### src/rtl/alu_pkg.sv
package alu_pkg;
    typedef enum logic [3:0] {
        OP_ADD  = 4'd0,
        OP_SUB  = 4'd1,
        OP_CEQ  = 4'd2,
        OP_CGT  = 4'd3,
        OP_AND  = 4'd4,
        OP_ANDN = 4'd5,
        OP_OR   = 4'd6,
        OP_XOR  = 4'd7,
        OP_SLL  = 4'd8,
        OP_SRL  = 4'd9,
        OP_MUL  = 4'd10
    } alu_op_e;

    typedef enum logic [1:0] {
        LANE_B8  = 2'd0,
        LANE_B16 = 2'd1,
        LANE_B32 = 2'd2,
        LANE_B32X = 2'd3
    } lane_e;

    localparam int NUM_SIZES = 3;
    localparam int CNT_W     = 8;
endpackage

### src/rtl/lane_addsub.sv
module lane_addsub
    import alu_pkg::*;
#(
    parameter int DATA_W = 64
) (
    input  logic [DATA_W-1:0] a,
    input  logic [DATA_W-1:0] b,
    input  logic              sub,
    input  logic [1:0]        lane_sel,
    output logic [DATA_W-1:0] sum
);
    localparam int NB = DATA_W / 8;

    logic [NB-1:0] cout;

    for (genvar k = 0; k < NB; k++) begin : g_byte
        localparam bit AT16 = (k % 2) == 0;
        localparam bit AT32 = (k % 4) == 0;
        logic       cut;
        logic       cin;
        logic [7:0] bx;

        assign cut = (lane_sel == LANE_B8) ||
                     (lane_sel == LANE_B16 && AT16) ||
                     (lane_sel[1] && AT32);
        assign bx  = b[k*8 +: 8] ^ {8{sub}};

        if (k == 0) begin : g_first
            assign cin = sub;
        end else begin : g_rest
            assign cin = cut ? sub : cout[k-1];
        end

        if (k < NB - 1) begin : g_carry
            assign {cout[k], sum[k*8 +: 8]} =
                {1'b0, a[k*8 +: 8]} + {1'b0, bx} + {8'd0, cin};
        end else begin : g_last
            assign cout[k] = 1'b0;
            assign sum[k*8 +: 8] = a[k*8 +: 8] + bx + {7'd0, cin};
        end
    end
endmodule

### src/rtl/lane_compare.sv
module lane_compare
    import alu_pkg::*;
#(
    parameter int DATA_W = 64
) (
    input  logic [DATA_W-1:0] a,
    input  logic [DATA_W-1:0] b,
    input  logic              gt,
    input  logic [1:0]        lane_sel,
    output logic [DATA_W-1:0] mask
);
    logic [NUM_SIZES-1:0][DATA_W-1:0] per_size;

    for (genvar w = 0; w < NUM_SIZES; w++) begin : g_size
        localparam int LW = 8 << w;
        localparam int NL = DATA_W / LW;
        for (genvar l = 0; l < NL; l++) begin : g_lane
            logic hit;
            assign hit = gt ? ($signed(a[l*LW +: LW]) > $signed(b[l*LW +: LW]))
                            : (a[l*LW +: LW] == b[l*LW +: LW]);
            assign per_size[w][l*LW +: LW] = {LW{hit}};
        end
    end

    always_comb begin
        unique case (lane_sel)
            LANE_B8:  mask = per_size[0];
            LANE_B16: mask = per_size[1];
            default:  mask = per_size[2];
        endcase
    end
endmodule

### src/rtl/lane_shifter.sv
module lane_shifter
    import alu_pkg::*;
#(
    parameter int DATA_W = 64
) (
    input  logic [DATA_W-1:0] a,
    input  logic [CNT_W-1:0]  cnt,
    input  logic              right,
    input  logic [1:0]        lane_sel,
    output logic [DATA_W-1:0] y
);
    logic [NUM_SIZES-1:0][DATA_W-1:0] per_size;

    for (genvar w = 0; w < NUM_SIZES; w++) begin : g_size
        localparam int LW = 8 << w;
        localparam int NL = DATA_W / LW;
        for (genvar l = 0; l < NL; l++) begin : g_lane
            logic [LW-1:0] src;
            assign src = a[l*LW +: LW];
            assign per_size[w][l*LW +: LW] =
                (cnt >= CNT_W'(LW)) ? '0 : (right ? (src >> cnt) : (src << cnt));
        end
    end

    always_comb begin
        unique case (lane_sel)
            LANE_B8:  y = per_size[0];
            LANE_B16: y = per_size[1];
            default:  y = per_size[2];
        endcase
    end
endmodule

### src/rtl/packed_lane_alu.sv
module packed_lane_alu
    import alu_pkg::*;
#(
    parameter int DATA_W = 64
) (
    input  logic              clk,
    input  logic              rst_n,
    input  logic              in_valid,
    input  logic [3:0]        op,
    input  logic [1:0]        lane_sel,
    input  logic [DATA_W-1:0] opa,
    input  logic [DATA_W-1:0] opb,
    output logic              out_valid,
    output logic [DATA_W-1:0] result
);
    localparam int NM = DATA_W / 16;

    logic [DATA_W-1:0] as_y, cmp_y, sh_y, mul_y, nxt;

    lane_addsub #(.DATA_W(DATA_W)) u_addsub (
        .a(opa), .b(opb), .sub(op == OP_SUB), .lane_sel(lane_sel), .sum(as_y)
    );

    lane_compare #(.DATA_W(DATA_W)) u_cmp (
        .a(opa), .b(opb), .gt(op == OP_CGT), .lane_sel(lane_sel), .mask(cmp_y)
    );

    lane_shifter #(.DATA_W(DATA_W)) u_shift (
        .a(opa), .cnt(opb[CNT_W-1:0]), .right(op == OP_SRL),
        .lane_sel(lane_sel), .y(sh_y)
    );

    for (genvar l = 0; l < NM; l++) begin : g_mul
        assign mul_y[l*16 +: 16] = opa[l*16 +: 16] * opb[l*16 +: 16];
    end

    always_comb begin
        unique case (op)
            OP_ADD, OP_SUB: nxt = as_y;
            OP_CEQ, OP_CGT: nxt = cmp_y;
            OP_AND:         nxt = opa & opb;
            OP_ANDN:        nxt = ~opa & opb;
            OP_OR:          nxt = opa | opb;
            OP_XOR:         nxt = opa ^ opb;
            OP_SLL, OP_SRL: nxt = sh_y;
            OP_MUL:         nxt = mul_y;
            default:        nxt = '0;
        endcase
    end

    always_ff @(posedge clk or negedge rst_n) begin
        if (!rst_n) begin
            out_valid <= 1'b0;
            result    <= '0;
        end else begin
            out_valid <= in_valid;
            if (in_valid) result <= nxt;
        end
    end

    function automatic bit bytes_are_masks(logic [DATA_W-1:0] v);
        bit ok = 1'b1;
        for (int k = 0; k < DATA_W / 8; k++)
            if (v[k*8 +: 8] != 8'h00 && v[k*8 +: 8] != 8'hFF) ok = 1'b0;
        return ok;
    endfunction


    valid_delay_chk: assert property (@(posedge clk) disable iff (!rst_n)
        in_valid |=> out_valid);


    idle_hold_chk: assert property (@(posedge clk) disable iff (!rst_n)
        !in_valid |=> (!out_valid && $stable(result)));


    cmp_mask_chk: assert property (@(posedge clk) disable iff (!rst_n)
        (in_valid && (op == OP_CEQ || op == OP_CGT)) |=> bytes_are_masks(result));


    shift_range_chk: assert property (@(posedge clk) disable iff (!rst_n)
        (in_valid && (op == OP_SLL || op == OP_SRL) && opb[CNT_W-1:0] >= 8'd32)
        |=> (result == '0));


    xor_self_chk: assert property (@(posedge clk) disable iff (!rst_n)
        (in_valid && op == OP_XOR && opa == opb) |=> (result == '0));


    bad_op_chk: assert property (@(posedge clk) disable iff (!rst_n)
        (in_valid && op > OP_MUL) |=> (result == '0));
endmodule

### config.mk
export PLATFORM = sky130hd
export DESIGN_NAME = packed_lane_alu
export DESIGN_NICKNAME = d
export VERILOG_FILES = /design/src/rtl/alu_pkg.sv /design/src/rtl/lane_addsub.sv /design/src/rtl/lane_compare.sv /design/src/rtl/lane_shifter.sv /design/src/rtl/packed_lane_alu.sv
export SDC_FILE = /design/constraint.sdc
export NUM_CORES = 2
export LEC_CHECK = 0
export ABC_AREA = 1
export BUFFER_PORTS_ARGS = -buffer_cell sky130_fd_sc_hd__buf_2
export CAP_MARGIN = 10
export CORE_MARGIN = 1
export CORE_UTILIZATION = 60
export CTS_CLUSTER_SIZE = 25
export DETAILED_ROUTE_END_ITERATION = 16
export PLACE_DENSITY = 0.93
export SETUP_SLACK_MARGIN = 0.1
export SLEW_MARGIN = 40
export SYNTH_ARGS = -nofsm -noshare
export SYNTH_HDL_FRONTEND = slang
export SYNTH_SLANG_ARGS = --single-unit
### constraint.sdc
create_clock -name clk -period 0.8 [get_ports clk]
set_input_delay 0.12 -clock clk [delete_from_list [all_inputs] [get_ports clk]]
set_output_delay 0.12 -clock clk [all_outputs]
set_load 0.02 [all_outputs]
==> results by stage, run 1 <==
Placed design:
- The placement-stage cell area is about 0.052 mm2.
- The number of placed instances, taps included, is between 8000 and 9000.
- Prior to clock tree synthesis, the placed netlist has a worst setup slack of -8.40 ns.
- After legalization and detailed placement, the total HPWL measured about 160000 um.
- The count of port buffers added during placement is about 200.
- Routability-driven placement finished with a final weighted congestion of approximately 1.4.

Global routing:
- The number of global-route vias before repair is 77017.
- The pin count of the biggest net entering global routing is 90.
- The total routing usage reported by global routing is 91.4%.
- The first global-routing pass estimated a little under 500000 um of wire.
- The overflow left after global routing is between 3000 and 4000.

Synthesis:
- During synthesis, Yosys emitted a total of 0 warnings.
- The instance count of the mapped netlist is between 7000 and 8000.
- The number of nets handed over by synthesis was about 8000.
- Counting flops with an async set or reset pin after synthesis yields a share of 100%.
- After synthesis, flip-flops and latches occupy 3.94% of the total area.
- The synthesized design contains 65 register bits.
- The count of flip-flops with a built-in enable after synthesis is 0.
- The count of unique library cells instantiated by Yosys is 60.
- The cell area that synthesis handed to floorplanning was between 0.04 and 0.05 mm2.
- In this run the mean area of a mapped cell was approximately 5.8 um2.
- The main flop type after synthesis is dfrtp_1.

Status:
- The failing step is global routing (5_1_grt).
- The first error in the log reads "[ERROR GRT-0116] Global routing finished with congestion. Check the congestion regions in the DRC Viewer".
- The flow did not finish.

CTS:
- The number of buffers between clock root and the deepest sink is 2.
- Counting the buffers created by CTS gives 9.
- The count of H-tree levels built during CTS is 3.
- Clock tree synthesis selected as its root buffer the cell clkbuf_16.
- The TritonCTS sink count is 65.

Die:
- The initial cell density of the core is between 60% and 70%.
- For this design the top-level I/O count stands at roughly 200.
- The number of placement rows is 95.
- Measured along the y axis, the die boundary spans roughly 260 um.
- The width of the die is 264 um.
==> logic make-up after synthesis <==
kind of cell             Yosys count  share of synthesized area [%]
AND/OR/NAND/NOR                 3593                           36.3
buffers and inverters           1611                           15.1
AO/OA/AOI/OAI                    947                           13.0
adder cells (fa/ha/maj)          752                           28.9
XOR/XNOR                         130                           2.76
flip-flops                        65                           3.94
==> metrics by stage <==
step	hold slack (ns)	util [%]
detailed placement	0.0195	77.0
global placement	0.0189	77.0
CTS	0.0665	81.9
floorplan	-0.176	-
==> Yosys cell counts (18+ instances only) <==
master,count,area [um2]
buf_2,96,480
a211oi_1,18,135
ha_1,417,5220
inv_1,1185,4450
clkbuf_1,224,841
buf_1,69,259
fa_1,335,6710
nand3b_1,27,203
inv_2,21,78.8
a2111oi_0,18,158
dfrtp_1,65,1630
nand3_1,841,4210
a31oi_1,21,131
o21ai_0,278,1390
nor2_1,207,777
a21oi_1,330,1650
o21ai_1,98,490
nand4_1,52,325
nand2_1,2377,8920
nor3_1,29,145
or2_2,18,113
xor2_1,110,963
o2111ai_1,21,184
xnor2_1,20,175
o211ai_1,45,338
o22ai_1,27,169
==> routing by layer <==
layer / GRT overflow / GRT usage (%)
met1: 259 / 84.8
met2: 2354 / 107
met4: 919 / 99.0
met5: 38 / 66.8
met3: 259 / 80.1
==> what timing repair did <==
action | in CTS
pin swaps | 105
cloned | 10
gates resized for setup | 307
endpoints found under the hold margin | 65
setup buffers | 189
hold buffers | 1
endpoints found under the setup margin | 129
==> inputs of run 2 (changes only) <==
--- a/config.mk
+++ b/config.mk
@@ -9,11 +9,9 @@
 export BUFFER_PORTS_ARGS = -buffer_cell sky130_fd_sc_hd__buf_2
 export CAP_MARGIN = 10
 export CORE_MARGIN = 1
-export CORE_UTILIZATION = 60
-export CTS_CLUSTER_SIZE = 25
+export CORE_UTILIZATION = 40
 export DETAILED_ROUTE_END_ITERATION = 16
-export PLACE_DENSITY = 0.93
-export SETUP_SLACK_MARGIN = 0.1
+export PLACE_DENSITY_LB_ADDON = 0.15
 export SLEW_MARGIN = 40
 export SYNTH_ARGS = -nofsm -noshare
 export SYNTH_HDL_FRONTEND = slang
==> constraint.sdc (replaced) <==
create_clock -name clk -period 1.04 [get_ports clk]
set_input_delay 0.156 -clock clk [delete_from_list [all_inputs] [get_ports clk]]
set_output_delay 0.156 -clock clk [all_outputs]
set_load 0.02 [all_outputs]
==> run 2 against run 1 <==
Net effect:
- the flow now finishes, with violations (setup timing)
- synthesized area is the same
- synthesized cell count unchanged
==> results by stage, run 2 <==
Status:
- The run finished, with violations left.
- The final reports fail on setup timing.

Power and ir drop:
- The leakage power total is between 30 and 40 nW.
- Across the VDD grid, the largest voltage drop is around 0.0028 V.
- In this run the power density over the cells is roughly 1500 mW/mm2.
- The design draws 0.0899 W.

Final layout:
- The flip-flop count of the largest register, all copies and words added is 64.
- The library cell used most frequently in the layout, excluding fill and tap cells, is nand2_1.
- Once layout is complete, the utilization of the core stands at 57.2%.
- The final layout net count is ~9400.
- The largest registers in the layout are result: 64 flops, out_valid: 1 flops.
- The share of cells above drive strength 1 is 26.7%.
- The layout-stage area growth over the synthesis result is 41.1%.
- The top cell types in the final layout, fill and taps aside, are 2297 x nand2_1, 1434 x buf_4, 1107 x inv_1.
- The register containing the most flip-flops in the final layout is result.

Die:
- The number of placement rows is 117 (+23%).
- The region available for standard cell placement spans 0.102 mm2.
- The boundary pin count is 202 (unchanged).
- The die covers 0.105 mm2.
- The width of the die is 323 um (+22%).
- The initial cell density of the core is 40.5% (-21 points).
- The die outline height is 323 um (+22%).

CTS:
- After clock tree synthesis, the clock-pin slew on the worst setup and hold paths is about 0.08 ns.
- The number of buffers created by CTS was 9 (unchanged).
- The buffer cell driving the clock tree root is clkbuf_16.
- TritonCTS built the clock tree.
- The insertion delay of the later-clocked pin in the worst-skew pair is 0.41 ns.
- The TritonCTS sink count is 65 (unchanged).
- The count of H-tree levels built during CTS came to 3 (unchanged).
- The number of buffers between clock root and the deepest sink is 2 (unchanged).

Timing:
- The actual transition at the worst max-transition pin is roughly 0.9 ns.
- The final worst-path setup slack is -7.36 ns.
- Setup repair after global routing could not meet its margin everywhere.
- The total of endpoints with negative setup slack in the final report is between 100 and 150.
- The share of the clock period used by the worst path after layout is 807%.
- The worst relative slew slack is 39.8%.
- The number of max-slew violations in the final report is 0.
- The clock period minus worst slack is around 8.4 ns.
- The setup TNS is -297.56 ns.
- The final-report hold violation count was 0.
- The setup clock skew after layout is 0 ns.
- The timing-limited maximum frequency is between 100 and 150 MHz.

Synthesis:
- The share of async-settable or async-resettable flops after synthesis is 100% (unchanged).
- The register area share after synthesis came to 3.94% (unchanged).
- The top-area cell type share of the netlist area was 21.6% (unchanged).
- The xor/xnor cell area share of the yosys netlist is 2.76% (unchanged).
- The flip-flop and latch count after synthesis came to 65 (unchanged).
- In the post-synthesis netlist, the cell with the most instances is nand2_1.
- In the post-synthesis netlist, the biggest area contributors are nand2_1 22%, fa_1 16%, ha_1 13%, inv_1 11%, nand3_1 10%.
- The synthesized area was 0.0413 mm2 (unchanged).
- The dominant combinational cell family by area after synthesis is simple AND/OR/NAND/NOR gates.
- The post-synthesis adder-cell area fraction came to 28.9% (unchanged).
- The leading area contributor after synthesis is nand2_1.
- The commonest cells after synthesis are 2377 x nand2_1, 1185 x inv_1, 841 x nand3_1.
- The instance count of the mapped netlist came to 7098 (unchanged).
- The count of flip-flops with a built-in enable after synthesis is 0 (unchanged).
- The fraction of the mapped netlist area in simple logic gates was 36.3% (unchanged).
- The net count after synthesis came to 7987 (unchanged).
- For this run, the leading register cell type out of synthesis is dfrtp_1.
- The mean cell area of the mapped netlist was 5.82 um2 (unchanged).
- The fraction of the mapped netlist area in compound gates is 13.0% (unchanged).
- The share of synthesized area spent on multiplexers is 0% (unchanged).
- The count of unique library cells instantiated by Yosys is 60 (unchanged).
- The Yosys warning count is 0 (unchanged).

Setup path:
- For this run, the slowest stage of the critical path takes 0.41 ns.
- The worst setup path is of the input port to flip-flop kind.
- Counting stages on the worst path, the most repeated cell is buf_4.
- STA puts the critical path data arrival time at ~8.8 ns.
- The critical path startpoint category is an input port.
- Along the worst path, the maximum fanout reaches 3.
- The worst setup path is captured at a flip-flop.
- The critical path data required time is 1.39 ns.
- The slowest cell on the critical path is fa_2.
- On the critical path the largest part of the delay comes from buffers and inverters.
- Counting both buffers and inverters, the worst setup path holds a total of 27.

Global routing:
- The number of antenna violations at the first check in global routing is 9.
- Entering global routing, the biggest net connects roughly 150 pins.
- The fraction of met1 tracks used by global routing is 54.1%.
- Global routing consumed, on the met3 layer, 9.09% of the routing resources.
- The peak-usage layer in the global routing report is met2.
- The overflow left after global routing is 0.
- Global routing consumed, over all layers together, around 44% of the routing resources.
- The met2 track demand over resource is slightly below 70%.
- The number of global-route vias before repair is about 53000.
- The first-pass GRT wire length is between 300000 and 400000 um.

Job:
- The reported max-cap violation count is 0.

Placed design:
- The routability congestion estimate from global placement was 1.09 (-20%).
- The HPWL reported at the end of detailed placement is 186000 um (+13%).
- The post-placement setup slack is -7.91 ns (+0.490 ns).
- The count of port buffers added during placement is 201 (unchanged).

Drt:
- The first detailed-routing pass took 8 iterations.
- For this block, the routed nets add up to about 240000 um of wire.
- The number of nets with antenna violations after routing is 0.
- In the routed layout, each cell is associated on average with a via count of 5.56.
- In the routed design, unresolved DRC markers number 0.
- The first-iteration detailed-routing DRC count is just over 6000.
- Dividing the detail-routed wire length by the instance count gives 24.2 um.
- The total number of vias is 54840.

Worst hold path:
- The worst hold-check path type is input port to flip-flop.
run 2: cell counts after synthesis:
Identical to the previous run, type by type.
run 2: path summary, 6_finish.rpt:
kind | cells past startpoint | slack [ns] | startpoint | to
setup reg to reg | 2 | 0.24 | result[54] | result[54]
hold / removal | 2 | 0.11 | in_valid | out_valid
hold reg to reg | 2 | 0.48 | result[40] | result[40]
setup / recovery | 66 | -7.36 | op[2] | result[22]
max in group asynchronous | 3 | 0.52 | rst_n | result[54]
min in group asynchronous | 3 | 0.24 | rst_n | result[36]
run 2: layout make-up:
class	count	area (um2)
Antenna cell	5	12.5
Clock buffer	9	225
Clock inverter	7	77.6
Fill cell	10222	43700
Inverter	1210	4590
Multi-Input combinational cell	5422	35400
Sequential cell	65	1630
Tap cell	1368	1710
Timing Repair Buffer	1774	14600
run 2: worst register-to-register path, cell delays in order, from the launching register on:
cell	delay (ns)
dfrtp_2	0.53
nand2_1	0.12
nand2_1	0.05
run 2: through the flow:
stage	hold WS, ns	cells	area (um2)
final	0.110	9860	58300
after floorplan	-0.140	7098	43100
after detailed placement	0.147	9681	54800
after global placement	0.143	9681	54800
after global routing	0.118	9857	58300
after CTS	0.112	9826	56800
run 2: logic make-up after synthesis:
logic type | count (synthesis)
AOI/OAI and AO/OA | 947
xor gates and xnor gates | 130
adders and majority gates | 752
buffers and inverters | 1611
DFF | 65
and+or+nand+nor | 3593
run 2: metal layers:
layer  wire, um  up-vias
met5         62        -
li1           -    25131
met2     102000     3056
met1      90800    25800
met4      22500       10
met3      22900      843
run 2: power breakdown:
group | internal, W | switching, W | total [W]
registers | 0.00308 | 0.000582 | 0.00367
clock network | 0.00189 | 0.00197 | 0.00386
logic | 0.0369 | 0.0455 | 0.0824
run 2: repair_timing:
| action | CTS | global route |
|---|---|---|
| gates resized for setup | 180 | 324 |
| pin swaps | 51 | 138 |
| setup endpoints to repair | 129 | 129 |
| setup buffers | 138 | 112 |
| hold endpoints to repair | 65 | 0 |
| cloned | 0 | 10 |
| hold buffers | 1 | 0 |
(Power assumes the default switching activity.)
